===== src/rtl/pinmap_pkg.sv =====
package pinmap_pkg;

  localparam int BUS_W     = 10;
  localparam int CFG_W     = 6;
  localparam int FN_W      = 5;
  localparam int FN_N      = 1 << FN_W;
  localparam int DIR_BIT   = CFG_W - 1;

  localparam logic [BUS_W-1:0] CTRL_ADDR = 10'h000;
  localparam logic [BUS_W-1:0] STAT_ADDR = 10'h001;
  localparam logic [BUS_W-1:0] CFG_BASE  = 10'h00F;

  // function index layout
  localparam int CTRL_BASE = 1;
  localparam int STAT_BASE = 16;

  typedef logic [CFG_W-1:0] pin_cfg_t;

  typedef enum logic {
    PH_ADDR = 1'b0,
    PH_DATA = 1'b1
  } bus_phase_e;

endpackage


===== src/rtl/pinmap_rst_sync.sv =====
module pinmap_rst_sync #(
  parameter int STAGES = 2
) (
  input  logic clk,
  input  logic arst_n,
  output logic rst_sync_n
);

  logic [STAGES-1:0] shift_q;
  logic [STAGES-1:0] shift_d;

  always_comb begin
    shift_d = {shift_q[STAGES-2:0], 1'b1};
  end

  always_ff @(posedge clk or negedge arst_n) begin
    if (!arst_n) begin
      shift_q <= '0;
    end else begin
      shift_q <= shift_d;
    end
  end

  assign rst_sync_n = shift_q[STAGES-1];

endmodule


===== src/rtl/pinmap_bus_seq.sv =====
module pinmap_bus_seq
  import pinmap_pkg::*;
(
  input  logic             clk,
  input  logic             rst_n,
  input  logic             ctl_sel,
  input  logic             rd_nwr,
  input  logic [BUS_W-1:0] bus_in,
  output logic [BUS_W-1:0] addr_q,
  output logic             wr_en,
  output logic             rd_phase
);

  bus_phase_e       phase_q;
  bus_phase_e       phase_d;
  logic [BUS_W-1:0] addr_d;
  logic             strobe_en;
  logic             addr_en;

  // a strobe counts only while the port is selected
  assign strobe_en = ~ctl_sel;

  always_comb begin
    phase_d = (phase_q == PH_ADDR) ? PH_DATA : PH_ADDR;
    addr_d  = bus_in;
    addr_en = strobe_en && (phase_q == PH_ADDR);
  end

  always_ff @(posedge clk or negedge rst_n) begin
    if (!rst_n) begin
      phase_q <= PH_ADDR;
      addr_q  <= '0;
    end else begin
      if (strobe_en) begin
        phase_q <= phase_d;
      end
      if (addr_en) begin
        addr_q <= addr_d;
      end
    end
  end

  assign wr_en    = strobe_en && (phase_q == PH_DATA) && !rd_nwr;
  assign rd_phase = strobe_en && (phase_q == PH_DATA) && rd_nwr;

endmodule


===== src/rtl/pinmap_capture.sv =====
module pinmap_capture
  import pinmap_pkg::*;
#(
  parameter int NUM_PINS = 8,
  parameter int NUM_CTRL = 8
) (
  input  pin_cfg_t [NUM_PINS-1:0] cfg,
  input  logic     [NUM_PINS-1:0] pin_in,
  output logic     [NUM_CTRL-1:0] cap_hit,
  output logic     [NUM_CTRL-1:0] cap_val
);

  for (genvar k = 0; k < NUM_CTRL; k++) begin : g_bit
    localparam logic [FN_W-1:0] MY_IDX = FN_W'(CTRL_BASE + k);
    logic sel_hit;
    logic sel_val;

    // scan from the top so that the lowest-numbered pin is applied last
    always_comb begin
      sel_hit = 1'b0;
      sel_val = 1'b0;
      for (int p = NUM_PINS - 1; p >= 0; p--) begin
        if (!cfg[p][DIR_BIT] && (cfg[p][FN_W-1:0] == MY_IDX)) begin
          sel_hit = 1'b1;
          sel_val = pin_in[p];
        end
      end
    end

    assign cap_hit[k] = sel_hit;
    assign cap_val[k] = sel_val;
  end

endmodule


===== src/rtl/pinmap_regfile.sv =====
module pinmap_regfile
  import pinmap_pkg::*;
#(
  parameter int NUM_PINS = 8,
  parameter int NUM_CTRL = 8,
  parameter int NUM_STAT = 8
) (
  input  logic                    clk,
  input  logic                    rst_n,
  input  logic     [BUS_W-1:0]    addr,
  input  logic                    wr_en,
  input  logic                    cap_en,
  input  logic     [CFG_W-1:0]    wr_cfg,
  input  logic     [NUM_CTRL-1:0] wr_ctrl,
  input  logic     [NUM_CTRL-1:0] cap_hit,
  input  logic     [NUM_CTRL-1:0] cap_val,
  input  logic     [NUM_STAT-1:0] status,
  output pin_cfg_t [NUM_PINS-1:0] cfg_q,
  output logic     [NUM_CTRL-1:0] ctrl_q,
  output logic     [BUS_W-1:0]    rd_data
);

  logic [NUM_PINS-1:0] cfg_hit;
  logic [NUM_PINS-1:0] cfg_we;
  logic                ctrl_wr;
  logic                ctrl_en;
  logic [NUM_CTRL-1:0] ctrl_d;

  // address decode for the configuration bank
  for (genvar i = 0; i < NUM_PINS; i++) begin : g_dec
    localparam logic [BUS_W-1:0] MY_ADDR = BUS_W'(int'(CFG_BASE) + i);
    assign cfg_hit[i] = (addr == MY_ADDR);
  end

  always_comb begin
    cfg_we  = cfg_hit & {NUM_PINS{wr_en}};
    ctrl_wr = wr_en && (addr == CTRL_ADDR);
    for (int k = 0; k < NUM_CTRL; k++) begin
      if (cap_en && cap_hit[k]) begin
        ctrl_d[k] = cap_val[k];
      end else if (ctrl_wr) begin
        ctrl_d[k] = wr_ctrl[k];
      end else begin
        ctrl_d[k] = ctrl_q[k];
      end
    end
    ctrl_en = ctrl_wr || (cap_en && (|cap_hit));
  end

  always_ff @(posedge clk or negedge rst_n) begin
    if (!rst_n) begin
      cfg_q <= '0;
    end else begin
      for (int i = 0; i < NUM_PINS; i++) begin
        if (cfg_we[i]) begin
          cfg_q[i] <= wr_cfg;
        end
      end
    end
  end

  always_ff @(posedge clk or negedge rst_n) begin
    if (!rst_n) begin
      ctrl_q <= '0;
    end else if (ctrl_en) begin
      ctrl_q <= ctrl_d;
    end
  end

  // read multiplexer
  always_comb begin
    rd_data = '0;
    if (addr == CTRL_ADDR) begin
      rd_data = BUS_W'(ctrl_q);
    end else if (addr == STAT_ADDR) begin
      rd_data = BUS_W'(status);
    end else begin
      for (int i = 0; i < NUM_PINS; i++) begin
        if (cfg_hit[i]) begin
          rd_data = BUS_W'(cfg_q[i]);
        end
      end
    end
  end

endmodule


===== src/rtl/pinmap_pin_drv.sv =====
module pinmap_pin_drv
  import pinmap_pkg::*;
(
  input  pin_cfg_t        cfg,
  input  logic [FN_N-1:0] fn_vec,
  output logic            pin_out,
  output logic            pin_oe
);

  logic is_out;

  assign is_out  = cfg[DIR_BIT];
  assign pin_oe  = is_out;
  assign pin_out = is_out & fn_vec[cfg[FN_W-1:0]];

endmodule


===== src/rtl/pinmap_top.sv =====
module pinmap_top
  import pinmap_pkg::*;
#(
  parameter int NUM_PINS = 8,
  parameter int NUM_CTRL = 8,
  parameter int NUM_STAT = 8
) (
  input  logic                stb_clk,
  input  logic                rst_n,
  input  logic                ctl_sel,
  input  logic                rd_nwr,
  input  logic [BUS_W-1:0]    bus_in,
  output logic [BUS_W-1:0]    bus_out,
  output logic                bus_oe,
  input  logic [NUM_PINS-1:0] pin_in,
  output logic [NUM_PINS-1:0] pin_out,
  output logic [NUM_PINS-1:0] pin_oe,
  input  logic [NUM_STAT-1:0] status_in,
  output logic [NUM_CTRL-1:0] ctrl_out
);

  logic                    rst_sync_n;
  logic [BUS_W-1:0]        addr_q;
  logic                    wr_en;
  logic                    rd_phase;
  logic                    cap_en;
  logic [NUM_CTRL-1:0]     cap_hit;
  logic [NUM_CTRL-1:0]     cap_val;
  pin_cfg_t [NUM_PINS-1:0] cfg_q;
  logic [NUM_CTRL-1:0]     ctrl_q;
  logic [BUS_W-1:0]        rd_data;
  logic [FN_N-1:0]         fn_vec;

  pinmap_rst_sync #(
    .STAGES(2)
  ) i_rst_sync (
    .clk        (stb_clk),
    .arst_n     (rst_n),
    .rst_sync_n (rst_sync_n)
  );

  pinmap_bus_seq i_bus_seq (
    .clk      (stb_clk),
    .rst_n    (rst_sync_n),
    .ctl_sel  (ctl_sel),
    .rd_nwr   (rd_nwr),
    .bus_in   (bus_in),
    .addr_q   (addr_q),
    .wr_en    (wr_en),
    .rd_phase (rd_phase)
  );

  // pin values are loaded on every write-direction strobe
  assign cap_en = ~ctl_sel & ~rd_nwr;

  pinmap_capture #(
    .NUM_PINS (NUM_PINS),
    .NUM_CTRL (NUM_CTRL)
  ) i_capture (
    .cfg     (cfg_q),
    .pin_in  (pin_in),
    .cap_hit (cap_hit),
    .cap_val (cap_val)
  );

  pinmap_regfile #(
    .NUM_PINS (NUM_PINS),
    .NUM_CTRL (NUM_CTRL),
    .NUM_STAT (NUM_STAT)
  ) i_regfile (
    .clk     (stb_clk),
    .rst_n   (rst_sync_n),
    .addr    (addr_q),
    .wr_en   (wr_en),
    .cap_en  (cap_en),
    .wr_cfg  (bus_in[CFG_W-1:0]),
    .wr_ctrl (bus_in[NUM_CTRL-1:0]),
    .cap_hit (cap_hit),
    .cap_val (cap_val),
    .status  (status_in),
    .cfg_q   (cfg_q),
    .ctrl_q  (ctrl_q),
    .rd_data (rd_data)
  );

  // function table seen by the output pins
  always_comb begin
    fn_vec = '0;
    for (int k = 0; k < NUM_CTRL; k++) begin
      fn_vec[CTRL_BASE + k] = ctrl_q[k];
    end
    for (int s = 0; s < NUM_STAT; s++) begin
      fn_vec[STAT_BASE + s] = status_in[s];
    end
  end

  for (genvar i = 0; i < NUM_PINS; i++) begin : g_pin
    pinmap_pin_drv i_drv (
      .cfg     (cfg_q[i]),
      .fn_vec  (fn_vec),
      .pin_out (pin_out[i]),
      .pin_oe  (pin_oe[i])
    );
  end

  assign bus_oe   = rd_phase;
  assign bus_out  = rd_phase ? rd_data : '0;
  assign ctrl_out = ctrl_q;

endmodule


===== config.mk =====
export PLATFORM = sky130hd
export DESIGN_NAME = pinmap_top
export DESIGN_NICKNAME = d
export VERILOG_FILES = /design/src/rtl/pinmap_pkg.sv /design/src/rtl/pinmap_rst_sync.sv /design/src/rtl/pinmap_bus_seq.sv /design/src/rtl/pinmap_capture.sv /design/src/rtl/pinmap_regfile.sv /design/src/rtl/pinmap_pin_drv.sv /design/src/rtl/pinmap_top.sv
export SDC_FILE = /design/constraint.sdc
export NUM_CORES = 1
export LEC_CHECK = 0
export BUFFER_PORTS_ARGS = -buffer_cell sky130_fd_sc_hd__buf_2
export CAP_MARGIN = 20
export CORE_MARGIN = 2
export CORE_UTILIZATION = 45
export DETAILED_ROUTE_END_ITERATION = 10
export PLACE_DENSITY_LB_ADDON = 0.1
export SLEW_MARGIN = 20
export SYNTH_ARGS = -nofsm -noshare
export SYNTH_HDL_FRONTEND = slang
export SYNTH_SLANG_ARGS = --single-unit

===== constraint.sdc =====
create_clock -name stb_clk -period 2.2 [get_ports stb_clk]
set_clock_uncertainty 0.15 [all_clocks]
set_input_delay 0.11 -clock stb_clk [delete_from_list [all_inputs] [get_ports stb_clk]]
set_output_delay 0.11 -clock stb_clk [all_outputs]
set_load 0.01 [all_outputs]

# Word-level counts from Yosys, hierarchy flattened
# Cells that the tools add are included.
# Widths: inputs -> output; s select.
[word_totals] regBits=69 word_cells=391
[op_classes] magnitude_cmp=8 eq_ne=73 mux=172 n_bitwise=13 reduce_logical=106
[ops] op="$eq 5x3->1 const B" n=32
[ops] op="$mux 1" n=153
[ops] op="$eq 5x2->1 const B" n=16
[ops] op="$logic_and 1x1->1" n=78
[ops] op="$eq 10x5->1 const B" n=7
[ops] op="$lt 5x6->1 const B" n=8
[ops] op="$mux 6" n=8
[ops] op="$bmux 1 s5" n=8
[ops] op="$eq 5x1->1 const B" n=8
[ops] op="$eq 5x4->1 const B" n=8
[ops] op="$mux 10" n=3
[ops] op="$reduce_and 2->1" n=8
[ops] op="$reduce_bool 2->1" n=8
[ops] op="$eq 10x1->1 const B" n=1
[ops] op="$eq 10x4->1 const B" n=1
[ops] op="$logic_not 10->1" n=1
[ops] op="$and 1x1->1" n=9
[ops] op="$logic_not 1->1" n=9
[ops] op="$and 8x8->8" n=1
[ops] op="$reduce_or 8->1" n=1
[ops] op="$not 1->1" n=3
[ops] op="$logic_or 1x1->1" n=1

# Depth between registers and ports, before layout
[depth] word_depth=14 depth_mapped=9

# By module
# From an unflattened synthesis, not the netlist that was laid out.
[unflattened] cells_unflattened=760 area_unflattened_um2=7856.3
[modules_own_cells] module="pinmap_regfile" instances=1 cells_per_inst=267 area_each_um2=3050.4
[modules_own_cells] module="pinmap_pin_drv" instances=8 cells_per_inst=24 area_each_um2=330.3
[modules_own_cells] module="pinmap_capture" instances=1 cells_per_inst=261 area_each_um2=1614.0
[modules_own_cells] module="pinmap_bus_seq" instances=1 cells_per_inst=25 area_each_um2=425.4
[modules_own_cells] module="pinmap_top" instances=1 cells_per_inst=12 area_each_um2=70.1
[modules_own_cells] module="pinmap_rst_sync" instances=1 cells_per_inst=3 area_each_um2=53.8

# Worst setup path before layout
# Ideal clock, no wire load.
[synth_path] path_type="register -> output" from="reg i_bus_seq.addr_q[3]" to="out bus_out[4]" t_arrival_ns=1.993 t_required_ns=1.940 setup_slack_ns=-0.053 path_stages_with_launch=7 n_path_buf=1 cell_sequence="dfrtp_1 > or4_4 > buf_6 > or2_2 > nor2_2 > a222oi_1 > o21ai_0"
[synth_via] elab_chain_len=12
[synth_rtl] element="start, declared" line="pinmap_bus_seq.sv:9" rtl="output logic [BUS_W-1:0] addr_q,"
[synth_rtl] element="start signal, assigned" line="pinmap_bus_seq.sv:38" rtl="addr_q <= addr_d;"
[synth_rtl] element="$eq 10x4->1" line="pinmap_regfile.sv:32" rtl="assign cfg_hit[i] = (addr == MY_ADDR);"
[synth_rtl] element="$mux 6 (8 in series)" line="pinmap_regfile.sv:79" rtl="if (cfg_hit[i]) begin"
[synth_rtl] element="$mux 10" line="pinmap_regfile.sv:75" rtl="end else if (addr == STAT_ADDR) begin"
[synth_rtl] element="$mux 10 (*)" line="pinmap_regfile.sv:73" rtl="if (addr == CTRL_ADDR) begin"
[synth_rtl] element="$mux 10 (*)" line="pinmap_top.sv:107" rtl="assign bus_out = rd_phase ? rd_data : '0;"
[synth_rtl] element="end, declared" line="pinmap_top.sv:13" rtl="output logic [BUS_W-1:0] bus_out,"
# Every way passes the cells marked *; elsewhere a longest branch is shown, timed or not.

# Final worst setup path
[layout_path] from="reg i_bus_seq.addr_q[2]" to="out bus_out[5]"
# The elaborated chain is that of the path after synthesis.

==> impl_results.md <==
* Top-count cell post-synth: dfrtp_1
* # DRC at 0
* Starting density of the core at 46.3%
* Vias in the first global route at approximately 7.1k
* EDFF count, synth at 0
* Post-route worst setup slack at -0.428 ns
* Leak pwr at 0.00399 µW
* Initial antenna violation count at 0
* Slew Limit Fails at 0
* Primary FF master, synth: dfrtp_1
* CP startpoint kind: register
* RD Place Congestion at between 1 and 1.5
* Avg Inst Size Synth at between 9 and 10 µm²
* Die Ht at 124 µm
* Share of layout cells above drive strength 1 at around 53%
* Final setup viols at 40
* Clock tree buffer depth at 2
* Fin cells at about 1.1k
* Max Cap Violations at 0
* Ant. Diodes at 0
* Total power at 5770 µW
* Min cycle time layout at about 2.6 ns
* Gr ovfl total at 0
* DRT antenna net count at 0
* Yosys warning count at 0
* Setup WS pre-CTS at -0.220 ns
* Critical path cell sequence: or4_4 -> or3_1 -> a21oi_2 -> o32ai_2 -> o2111ai_1 -> o21ai_1 -> buf_2
* Worst min path class: input pin to register
* RSZ-0062 raised after global routing: yes
* Critical path class: register to output port
* Fill count at 1181
* Post-detail-place hpwl at 21.1 mm
* Nets at just over 900
* Post-synthesis sequential area ratio at 26.8%
* Status: finished, violations left
* Initial DRC Count at a little over 1k
* Placed Instances at approximately 1k
* Routed wire length at 29.9 mm
* Endpoints failing hold at 0
* Io pins at between 60 and 70
* Synth cell count leaders: 69 x dfrtp_1, 65 x mux2_2, 48 x nor2_1
* Distinct cells, synth at 81
* Post-synth top area share at 26.8%
* Reg clk slew, reported paths at 0.07 ns
* CP peak stage delay at 0.59 ns
* Maximum vdd drop at 0.000698 V
* #FFs+latches synth at 69
* First-pass DRT Iterations at 8
* Row Count at 43
* Synth Instances at 712
* Clock Latency Late Sink at 0.35 ns
* Global-route wire length before repair at about 44 mm
* FF/Latch Area at ~0.0017 mm²
* GRT Total Usage at 40.0%
* Area growth syn-to-layout at 40.9%
* Clock root cell: clkbuf_16
* Failing checks: setup timing
* DR vias at ~7.3k
* TritonCTS clock tree: built
* F_max at 380 MHz
* Num Clock Sinks at just under 70
* Largest fanout on the critical path at 5
* Area of the multi-input gates at 0.00484 mm²
* Die width at about 120 µm
* Fin crit share at 119%
* Vias/cell at 6.76
* CTS H-Tree Depth at 3
* Largest net degree at the start of global routing at 68
* Post-DR wirelength/cell at roughly 28 µm
* Leading area contributor after synthesis: dfrtp_1
* CP max stage cell: or4_4
* CP Data Arrival Time at 2.37 ns
* CP Capture Type: output port
* CORE AREA at roughly 0.014 mm²
* Ranking of synthesized cells by area: dfrtp_1 27%, mux2_2 11%, mux4_2 8.4%, mux2i_1 3.9%, o21ai_0 3.4%
* Post-synth ARST share at 100%
* Pwr dens at 634 mW/mm²
* IO Port Bufs at 62
* Worst EP required at 1.94 ns
* CTS buffer count at 9
* Die area at 0.0153 mm²
* Cell Area, Synth at ~0.0064 mm²
-- final cells by class --
type | instances | area share (%)
Inverter | 13 | 0.537
Clock inverter | 7 | 1.17
Multi-Input combinational cell | 558 | 53.2
Clock buffer | 9 | 2.48
Sequential cell | 69 | 19.2
Timing Repair Buffer | 250 | 21.0
Tap cell | 180 | 2.48
-- cell families after synthesis --
kind of cell,synth area share [%]
flip-flops,26.8
multiplexers,23.6
XOR/XNOR,0.136
AND/OR/NAND/NOR,24.4
buffers and inverters,6.58
AO/OA/AOI/OAI,18.4
other,0.116
-- timing repair --
item	CTS	global route
hold buffers	7	0
endpoints found under the hold margin	8	0
pin swaps	23	52
cloned	1	0
endpoints found under the setup margin	58	67
buffers inserted	29	9
gates resized for setup	70	98
-- power by group --
group	switching, µW	leakage (µW)	internal (µW)
combinational	1340	0.00291	1120
clock	652	0.000163	1010
sequential	214	0.000914	1430
-- cells in the final DEF (no fill, tap or decap), types with 14 or more instances in the layout --
cell,count
buf_4,151
mux2_2,63
buf_2,61
dfrtp_1,58
nor2_1,42
nand3_1,37
nand2_1,31
a21oi_1,25
buf_6,25
mux4_2,24
o21ai_0,23
mux2i_1,23
o21ai_1,20
nor2b_1,16
and3_1,14
-- sequential cells by signal, indices dropped and copies added, names as in the netlist --
register,cells
i_regfile.cfg_q,48
i_bus_seq.addr_q,10
i_regfile.ctrl_q,8
i_rst_sync.shift_q,2
i_bus_seq.phase_q,1
-- through the flow --
step	setup TNS, ns	cell area (µm²)	hold WS, ns	utilization [%]
2_1_floorplan	0	6450	-0.336	-
3_3_place_gp	-2.13	7730	-0.255	55.4
3_5_place_dp	-4.21	7730	-0.250	55.4
4_1_cts	-3.38	8630	0.0236	61.9
5_1_grt	-8.49	9090	0.0992	65.2
6_report	-5.27	9090	0.0390	65.2
-- worst paths after layout --
path                                        from               endpoint  slack (ns)  cells after the start
min                                    pin_in[0]    i_regfile.ctrl_q[5]        0.04                      3
max                          i_bus_seq.addr_q[2]             bus_out[5]       -0.43                      7
max reg2reg                  i_bus_seq.addr_q[2]    i_regfile.cfg_q[26]       -0.16                      7
max in group asynchronous                  rst_n  i_rst_sync.shift_q[1]        1.31                      3
min reg2reg                i_rst_sync.shift_q[1]      i_bus_seq.phase_q        0.09                      1
min in group asynchronous  i_rst_sync.shift_q[1]      i_bus_seq.phase_q        0.09                      1
-- critical path: cells and delay by family, from the launching register on --
family	cells	cell delay [ns]
simple gates	2	1.00
compound gates	4	0.45
flops	1	0.41
buf+inv	1	0.15
-- routing by layer --
| metal | wire (µm) | vias up | global-route usage [%] | share of wire, % |
|---|---|---|---|---|
| li1 | - | 3107 | - | - |
| met1 | 11100 | 3619 | 49.2 | 37 |
| met2 | 13800 | 483 | 62.3 | 46 |
| met3 | 3190 | 134 | 13.0 | 11 |
| met4 | 1750 | 3 | 21.0 | 5.9 |
| met5 | 38 | - | 2.08 | 0.13 |
(Power assumes the default switching activity.)
